## src/rtl/core_vsup_pkg.sv

```systemverilog
// Shared types and arithmetic for the core voltage supervisor.
// Assumes all voltages are unsigned millivolt codes of MV_W bits.
package core_vsup_pkg;
    parameter int unsigned MV_W = 13;
    typedef logic [MV_W-1:0] mv_t;

    typedef enum logic {MON_UNDER = 1'b0, MON_OVER = 1'b1} mon_dir_e;

    // Limits that track the decoded reference.
    typedef struct packed {
        mv_t hi_trip;
        mv_t hi_clr;
        mv_t lo_trip;
        mv_t lo_clr;
        mv_t ov;
    } lim_t;

    // floor(r * pct / 100) in integer arithmetic.
    function automatic mv_t scale_pct(mv_t r, int unsigned pct);
        logic [31:0] prod;
        prod = 32'(r) * 32'(pct);
        return mv_t'(prod / 32'd100);
    endfunction
endpackage

```

## src/rtl/cv_vid_decode.sv

```systemverilog
// Combinational decode of the 5-bit identification code into a millivolt reference.
// Assumes the all-ones code is reserved and yields inhibit with a zero reference.
module cv_vid_decode
    import core_vsup_pkg::*;
#(
    parameter int unsigned HI_TOP  = 3500,
    parameter int unsigned HI_STEP = 100,
    parameter int unsigned LO_TOP  = 2050,
    parameter int unsigned LO_STEP = 50
) (
    input  logic [4:0] vid,
    output mv_t        ref_val,
    output logic       inh
);
    localparam logic [4:0] INH_CODE = 5'b11111;

    // Select the range by bit 4 and step down by the lower four bits.
    always_comb begin
        inh     = (vid == INH_CODE);
        ref_val = '0;
        if (!inh) begin
            if (vid[4])
                ref_val = mv_t'(HI_TOP - HI_STEP * 32'(vid[3:0]));
            else
                ref_val = mv_t'(LO_TOP - LO_STEP * 32'(vid[3:0]));
        end
    end
endmodule

```

## src/rtl/cv_ref_latch.sv

```systemverilog
// Captures the code once after reset and registers the reference and tracking limits.
// Assumes the code is stable on the first clock after rst_n rises.
module cv_ref_latch
    import core_vsup_pkg::*;
#(
    parameter int unsigned HI_TRIP_PCT = 110,
    parameter int unsigned HI_CLR_PCT  = 108,
    parameter int unsigned LO_TRIP_PCT = 91,
    parameter int unsigned LO_CLR_PCT  = 93,
    parameter int unsigned OV_PCT      = 115
) (
    input  logic       clk,
    input  logic       rst_n,
    input  logic [4:0] vid,
    output mv_t        ref_q,
    output logic       inh_q,
    output lim_t       lim_q,
    output logic       valid_q
);
    mv_t  dec_ref;
    logic dec_inh;

    cv_vid_decode i_dec (
        .vid     (vid),
        .ref_val (dec_ref),
        .inh     (dec_inh)
    );

    // Take the code and derive every limit on the first clock out of reset only.
    always_ff @(posedge clk) begin
        if (!rst_n) begin
            ref_q   <= '0;
            inh_q   <= 1'b0;
            lim_q   <= '0;
            valid_q <= 1'b0;
        end else if (!valid_q) begin
            ref_q         <= dec_ref;
            inh_q         <= dec_inh;
            lim_q.hi_trip <= scale_pct(dec_ref, HI_TRIP_PCT);
            lim_q.hi_clr  <= scale_pct(dec_ref, HI_CLR_PCT);
            lim_q.lo_trip <= scale_pct(dec_ref, LO_TRIP_PCT);
            lim_q.lo_clr  <= scale_pct(dec_ref, LO_CLR_PCT);
            lim_q.ov      <= scale_pct(dec_ref, OV_PCT);
            valid_q       <= 1'b1;
        end
    end
endmodule

```

## src/rtl/cv_hyst_mon.sv

```systemverilog
// One-sided level monitor with hysteresis. Under mode: bad when x < trip, good again
// when x >= recover. Over mode: bad when x > trip, good again when x <= recover.
// Holds its state while en is low. Assumes recover lies on the good side of trip.
module cv_hyst_mon
    import core_vsup_pkg::*;
#(
    parameter mon_dir_e DIR       = MON_UNDER,
    parameter bit       RESET_BAD = 1'b1
) (
    input  logic clk,
    input  logic rst_n,
    input  logic en,
    input  mv_t  x,
    input  mv_t  trip,
    input  mv_t  recover,
    output logic bad_nxt,
    output logic bad
);
    logic set_c, clr_c;

    // Direction picks the comparison sense.
    generate
        if (DIR == MON_UNDER) begin : g_under
            assign set_c = (x < trip);
            assign clr_c = (x >= recover);
        end else begin : g_over
            assign set_c = (x > trip);
            assign clr_c = (x <= recover);
        end
    endgenerate

    // Next state: set wins, clear only from bad, otherwise hold.
    always_comb begin
        bad_nxt = bad;
        if (en) begin
            if (set_c)
                bad_nxt = 1'b1;
            else if (clr_c)
                bad_nxt = 1'b0;
        end
    end

    // State register.
    always_ff @(posedge clk) begin
        if (!rst_n) bad <= RESET_BAD;
        else        bad <= bad_nxt;
    end
endmodule

```

## src/rtl/core_vsup.sv

```systemverilog
// Core voltage supervisor top. Decodes the code once, then keeps a power-good register,
// an immediate over-voltage trip and a pre-reset clamp request.
// Assumes millivolt samples that are synchronous to clk.
module core_vsup
    import core_vsup_pkg::*;
#(
    parameter int unsigned IO_RISE_MV = 2550,
    parameter int unsigned IO_HYS_MV  = 100,
    parameter int unsigned CLAMP_MV   = 1260,
    parameter int unsigned N_LIN      = 2
) (
    input  logic             clk,
    input  logic             rst_n,
    input  logic [4:0]       vid,
    input  logic [MV_W-1:0]  core_mv,
    input  logic [MV_W-1:0]  io_mv,
    input  logic [N_LIN-1:0] lin_uv,
    input  logic             por_done,
    output logic [MV_W-1:0]  ref_mv,
    output logic             pgood,
    output logic             ov_trip,
    output logic             clamp_req,
    output logic             inhibit
);
    localparam mv_t IO_CLR  = mv_t'(IO_RISE_MV);
    localparam mv_t IO_TRIP = mv_t'(IO_RISE_MV - IO_HYS_MV);
    localparam mv_t CLAMP_L = mv_t'(CLAMP_MV);

    lim_t lim;
    logic vid_valid;
    logic mon_en;
    logic hi_nxt, hi_bad, lo_nxt, lo_bad, io_nxt, io_bad;

    cv_ref_latch i_ref (
        .clk     (clk),
        .rst_n   (rst_n),
        .vid     (vid),
        .ref_q   (ref_mv),
        .inh_q   (inhibit),
        .lim_q   (lim),
        .valid_q (vid_valid)
    );

    assign mon_en = vid_valid && !inhibit;

    cv_hyst_mon #(.DIR(MON_OVER), .RESET_BAD(1'b0)) i_core_hi (
        .clk(clk), .rst_n(rst_n), .en(mon_en), .x(core_mv),
        .trip(lim.hi_trip), .recover(lim.hi_clr), .bad_nxt(hi_nxt), .bad(hi_bad)
    );

    cv_hyst_mon #(.DIR(MON_UNDER), .RESET_BAD(1'b1)) i_core_lo (
        .clk(clk), .rst_n(rst_n), .en(mon_en), .x(core_mv),
        .trip(lim.lo_trip), .recover(lim.lo_clr), .bad_nxt(lo_nxt), .bad(lo_bad)
    );

    cv_hyst_mon #(.DIR(MON_UNDER), .RESET_BAD(1'b1)) i_io (
        .clk(clk), .rst_n(rst_n), .en(mon_en), .x(io_mv),
        .trip(IO_TRIP), .recover(IO_CLR), .bad_nxt(io_nxt), .bad(io_bad)
    );

    // Power-good register: low in reset, high under inhibit, else all monitors clean.
    always_ff @(posedge clk) begin
        if (!rst_n)
            pgood <= 1'b0;
        else
            pgood <= vid_valid && (inhibit ||
                     (por_done && !hi_nxt && !lo_nxt && !io_nxt && (lin_uv == '0)));
    end

    // Immediate over-voltage trip against the registered limit.
    always_comb ov_trip = mon_en && por_done && (core_mv > lim.ov);

    // Fixed-level clamp request, active only before power-on reset completes.
    always_comb clamp_req = !por_done && (core_mv > CLAMP_L);
endmodule

```

## config.mk

```make
export PLATFORM = sky130hd
export DESIGN_NAME = core_vsup
export DESIGN_NICKNAME = d
export VERILOG_FILES = /design/src/rtl/core_vsup_pkg.sv /design/src/rtl/cv_vid_decode.sv /design/src/rtl/cv_ref_latch.sv /design/src/rtl/cv_hyst_mon.sv /design/src/rtl/core_vsup.sv
export SDC_FILE = /design/constraint.sdc
export NUM_CORES = 1
export LEC_CHECK = 0
export BUFFER_PORTS_ARGS = -buffer_cell sky130_fd_sc_hd__clkbuf_2
export CAP_MARGIN = 0
export CORE_MARGIN = 3
export CORE_UTILIZATION = 30
export CTS_CLUSTER_DIAMETER = 80
export DETAILED_ROUTE_END_ITERATION = 8
export PLACE_DENSITY = 0.45
export SLEW_MARGIN = 10
export SYNTH_ARGS = -nofsm -noshare
export SYNTH_HDL_FRONTEND = slang
export SYNTH_SLANG_ARGS = --single-unit
```

## constraint.sdc

```tcl
create_clock -name clk -period 26.8 [get_ports clk]
set_input_delay 1.34 -clock clk [delete_from_list [all_inputs] [get_ports clk]]
set_output_delay 1.34 -clock clk [all_outputs]
set_load 0.05 [all_outputs]
```

==> qor.csv, run 1 <==
metric,value,unit
CTS H-tree lvls,3,
Hold WC Path Type,register to register,
initial antenna violation count,3,
fmax,41.4,MHz
post-route DRC violation count,0,
share of the synthesized area in the top cell type,7.77,%
Final nets,5812,
post-route ant nets,0,
adder-cell share of the synthesized area,13.0,%
DP Cell Count,7071,
RD Place Congestion,0.909,
Core Region,0.125,mm²
unrepaired setup endpoints after global routing,no,
Slew Limit Fails,0,
Clock Tree Buf Depth,2,
Cells after Synth,5531,
clock sinks,82,
CTS root buf,clkbuf_16,
Synth Area in Compound Gates,36.1,%
fin crit share,90.0,%
Post-CTS Resized,0,
mean post-synth cell area,6.87,µm²
simple-gate share of the synthesized area,29.2,%
biggest cell delay along the critical path,0.87,ns
"EDFF count, synth",0,
Tot GR Track Use,21.8,%
Post-CTS Hold Buffers,0,
vias in the first global route,40012,
"Req. time, crit path",27.11,ns
post-CTS setup buffers,0,
Synth Area in XOR/XNOR,8.21,%
first-pass GRT wire length,234000,µm
Crit. End Element,register,
layout cells sized above 1,6.97,%
port bufs,49,
mux cell area share after synthesis,3.79,%
Mapped Area,0.0380,mm²
Synth cell types,140,
Finished Layout Cells,7089,
"commonest cells after routing, fill and taps aside","nor2_1 (581), nand2_1 (458), a21oi_1 (401), inv_1 (304), o21ai_0 (268)",
Via density,6.04,
# setup viols final,0,
Initial Util,30.4,%
startpoint types,input port,
io pins,53,
CTS Buf Count,9,
Setup Skew,0.0135,ns
post-route minimum period,24.13,ns
die footprint,0.131,mm²
Layout area overhead,5.87,%
Crit Path Max Fanout,16,
sequential-to-total area share from yosys stat,4.32,%
"top cells by area, synth","ha_1 (7.8%), nor2_1 (5.8%), xnor2_1 (5.7%)",
area post-placement,0.0399,mm²
Die Y,362,µm
"commonest non-fill, non-tap cell in the layout",nor2_1,
yosys warns,0,
initial drt markers,3485,
WL/cell,21.0,µm
Final Hold Viols,0,
asr flop ratio synth,0,%
kind of critical path,input port to register,
Synth area leader,ha_1,
Routed WL,149000,µm
#FFs+latches synth,82,
Crit-path slowest cell,nor4bb_2,
Synth Flop Type,dfxtp_1,
HPWL after detailed placement,120000,µm
max_cap viols,0,
largest family of logic cells by synthesized area,compound AO/OA/AOI/OAI gates,
"CTS clk-pin slew, worst paths",0.08,ns
# rows,129,
CTS tree,done,
setup_tns,0,ns
clock latency on the worst-skew pair,0.40,ns
DR vias,42851,
Die Wd,362,µm
first-pass iteration count of the detailed router,6,
actual slew at the worst max-slew pin,1.15,ns
critical path data arrival time,24.44,ns
largest net degree at the start of global routing,63,
GR Overflow Total,0,
status,"finished, final reports clean",
Slew Limit Headroom,23.1,%
"Design Area, Final",0.0402,mm²
==> worst max-delay path, delay by kind of cell <==
family,cells,cell delay [ns]
AOI/OAI and AO/OA,27,9.54
buffers and inverters,6,0.99
and+or+nand+nor,16,6.58
muxes,4,1.75
xor gates and xnor gates,2,0.77
adders and majority gates,7,3.38
==> cells by family after synthesis <==
family                   count (synthesis)
flip-flops                              82
XOR/XNOR                               352
AND/OR/NAND/NOR                       2193
multiplexers                           136
buffers and inverters                  514
AO/OA/AOI/OAI                         1913
adder cells (fa/ha/maj)                340
other                                    1
==> stage by stage <==
stage / util [%] / hold slack (ns) / worst slack (ns)
6_report: 32.2 / 0.462 / 2.67
5_1_grt: 32.2 / 0.482 / 0.612
4_1_cts: 32.2 / 0.466 / 2.74
3_5_place_dp: 32.0 / 0.455 / 2.36
3_3_place_gp: 32.0 / 0.453 / 2.54
2_1_floorplan: - / 0.440 / 7.21
==> state kept, by name, indices dropped and copies added, names as in the netlist <==
name,flops
i_core_lo.bad,1
i_io.bad,1
i_ref.inh_q,1
i_ref.ref_q,11
pgood,1
i_core_hi.bad,1
i_ref.lim_q,65
i_ref.valid_q,1
==> cell usage after synthesis, types with 34 or more instances <==
cell type / count
a211o_1: 48
or3_1: 71
a21o_1: 107
nand3_1: 211
a211oi_1: 134
xor2_1: 99
ha_1: 236
dfxtp_1: 82
o211ai_1: 91
nand2_1: 458
o21a_1: 48
o2111ai_1: 36
clkbuf_1: 150
a31oi_1: 87
nor3_1: 186
nor4_1: 63
inv_1: 306
o31ai_1: 65
mux2_2: 42
o21ai_0: 269
xnor2_1: 248
nor2_1: 582
nor2b_1: 52
or2_2: 51
nand2b_1: 67
and3_1: 83
a2111oi_0: 34
a21oi_1: 401
and2_1: 105
nand4_1: 83
mux2i_1: 90
fa_1: 95
o22ai_1: 43
==> worst paths after layout <==
path,slack [ns],endpoint,cells past startpoint,start
worst max-delay path,2.67,i_ref.lim_q[26],62,vid[2]
worst min-delay path,0.46,i_ref.lim_q[2],2,i_ref.lim_q[2]
worst max register to register,22.92,pgood,21,i_ref.lim_q[27]
worst min register to register,0.46,i_ref.lim_q[2],2,i_ref.lim_q[2]
==> area by class of cell <==
| cell class | instances | area [µm²] |
|---|---|---|
| antenna | 2 | 5.00 |
| clock buffer | 11 | 243 |
| clock inverter | 5 | 60.1 |
| fill | 13805 | 84500 |
| inverter | 308 | 1160 |
| multi-input combinational | 4936 | 34400 |
| sequential | 82 | 1650 |
| tap | 1637 | 2050 |
| timing repair buffer | 108 | 688 |
==> routing by layer <==
layer	vias up	track usage, %	wire length (µm)
met5	-	0	0
met4	0	4.45	2920
met3	136	2.13	6870
met2	1212	36.5	68100
met1	20650	30.4	70800
li1	20853	-	-
Power of run 1 is not shown: default switching activity piles up to over one toggle a cycle in this logic, so the estimate is an artifact.
==> run 2: changes to the inputs <==
Settings changed: ABC_AREA from default to 1.
==> qor.csv, run 2 <==
metric,value,unit
critical path data arrival time,21.14,ns
max reg flops,65,
Layout area overhead,4.73,%
largest registers,"i_ref.lim_q x65, i_ref.ref_q x11",
first-pass GRT wire length,203000,µm
M2 GR Usage,32.0,%
RD Place Congestion,0.869,
max_cap viols,0,
"count leader, synth",nand2_1,
layout cells sized above 1,16.7,%
fin crit share,77.9,%
HPWL after detailed placement,108000,µm
Synth cell types,94,
startpoint types,input port,
initial drt markers,2289,
Synth area leader,nand2_1,
WL/cell,15.9,µm
Most Crowded Layer GR,met2,
"commonest cells after routing, fill and taps aside","nand2_1 (1872), inv_1 (913), nand3_1 (635), nor2_1 (456), nand2_2 (333)",
Slew Limit Fails,0,
Finished Layout Cells,8044,
fmax,47.9,MHz
M3 GR Usage,1.39,%
Commonest cells post-synth,"nand2_1 (1874), inv_1 (913), nand3_1 (635), nor2_1 (456), nand2_2 (331)",
Initial Util,30.4,%
share of the synthesized area in the top cell type,18.6,%
largest net degree at the start of global routing,36,
asr flop ratio synth,0,%
CTS tree,done,
Die Wd,361,µm
post-route ant nets,0,
mean post-synth cell area,5.92,µm²
post-CTS setup buffers,0,
Crit. End Element,register,
"most used cell, CP",nand2_1,
Core Region,0.125,mm²
port bufs,49,
yosys warns,0,
Cells after Synth,6407,
clock sinks,82,
Final Hold Viols,0,
Hold WC Path Type,register to register,
CTS root buf,clkbuf_16,
setup_tns,0,ns
# setup viols final,0,
Crit-path slowest cell,inv_1,
Largest Register,i_ref.lim_q,
"top cells by area, synth","nand2_1 (19%), inv_1 (9.0%), nand3_1 (8.4%)",
vias in the first global route,36648,
"CTS clk-pin slew, worst paths",0.08,ns
"commonest non-fill, non-tap cell in the layout",nand2_1,
"EDFF count, synth",0,
Mapped Area,0.0379,mm²
Tot GR Track Use,19.2,%
post-route minimum period,20.87,ns
fill count,14200,
kind of critical path,input port to register,
#FFs+latches synth,82,
io pins,53,
Clock Tree Buf Depth,2,
first-pass iteration count of the detailed router,6,
Via density,4.88,
"Req. time, crit path",27.07,ns
met1 usage,27.7,%
status,"finished, final reports clean",
Crit Path Max Fanout,20,
Die Y,361,µm
biggest cell delay along the critical path,0.90,ns
CTS Buf Count,9,
Setup Skew,0.0205,ns
die footprint,0.131,mm²
clock latency on the worst-skew pair,0.39,ns
Slew Limit Headroom,38.4,%
DP Cell Count,8026,
Post-CTS Resized,0,
actual slew at the worst max-slew pin,0.917,ns
sequential-to-total area share from yosys stat,4.33,%
GR Overflow Total,0,
CTS H-tree lvls,3,
# rows,129,
unrepaired setup endpoints after global routing,no,
Routed WL,128000,µm
post-route DRC violation count,0,
Synth Flop Type,dfxtp_1,
initial antenna violation count,5,
Post-CTS Hold Buffers,0,
Final nets,6767,
DR vias,39272,
run 2: cell count changes after synthesis, moves of 133 or more:
cell,before,now
inv_1,306,913
nand2_2,0,331
a21oi_1,401,174
nand2_1,458,1874
xnor2_1,248,71
nand3_1,211,635
clkbuf_1,150,17
nor3_1,186,49
run 2: routing by layer:
metal | share of wire (%) | up-vias
li1 | - | 20482
met3 | 3.1 | 51
met2 | 45 | 520
met4 | 0.88 | 0
met1 | 51 | 18219
met5 | 0 | -
run 2: cell families after synthesis:
group | count (synthesis) | share of synthesized area, %
flip-flops | 82 | 4.33
adder cells (fa/ha/maj) | 331 | 12.8
AND/OR/NAND/NOR | 4079 | 55.3
AO/OA/AOI/OAI | 535 | 8.46
XOR/XNOR | 256 | 6.08
other | 1 | 0.00990
buffers and inverters | 1123 | 13.0
run 2: cell type report:
type	count	area, µm²	area share [%]
clock inverter	5	38.8	0.0977
sequential	82	1640	4.14
tap	1637	2050	5.16
clock buffer	10	239	0.602
inverter	1026	3900	9.83
timing repair buffer	78	463	1.17
multi-input combinational	5203	31400	79.0
antenna	3	7.51	0.0189
run 2: path summary, 6_finish.rpt:
kind	start	end	slack, ns	depth (start not counted)
min reg2reg	i_ref.lim_q[14]	i_ref.lim_q[14]	0.48	2
min	i_ref.lim_q[14]	i_ref.lim_q[14]	0.48	2
max reg2reg	i_ref.lim_q[30]	pgood	23.42	16
max	vid[2]	i_ref.lim_q[26]	5.93	107
run 2: through the flow:
stage          utilization, %  cell area, µm²  setup WS (ns)  hold slack [ns]
2_1_floorplan               -           37900          10.63            0.445
3_3_place_gp             31.6           39400           5.53            0.462
3_5_place_dp             31.6           39400           5.42            0.470
4_1_cts                  31.8           39700           5.82            0.488
5_1_grt                  31.8           39700           4.26            0.503
6_report                 31.9           39700           5.93            0.481
run 2: critical path, delay by kind of cell:
kind,cells,cell delay (ns)
AND/OR/NAND/NOR,80,12.83
adder cells (fa/ha/maj),7,2.92
buffers and inverters,14,2.25
AO/OA/AOI/OAI,4,0.97
XOR/XNOR,2,0.67
Power of run 2 is left out for the same reason.
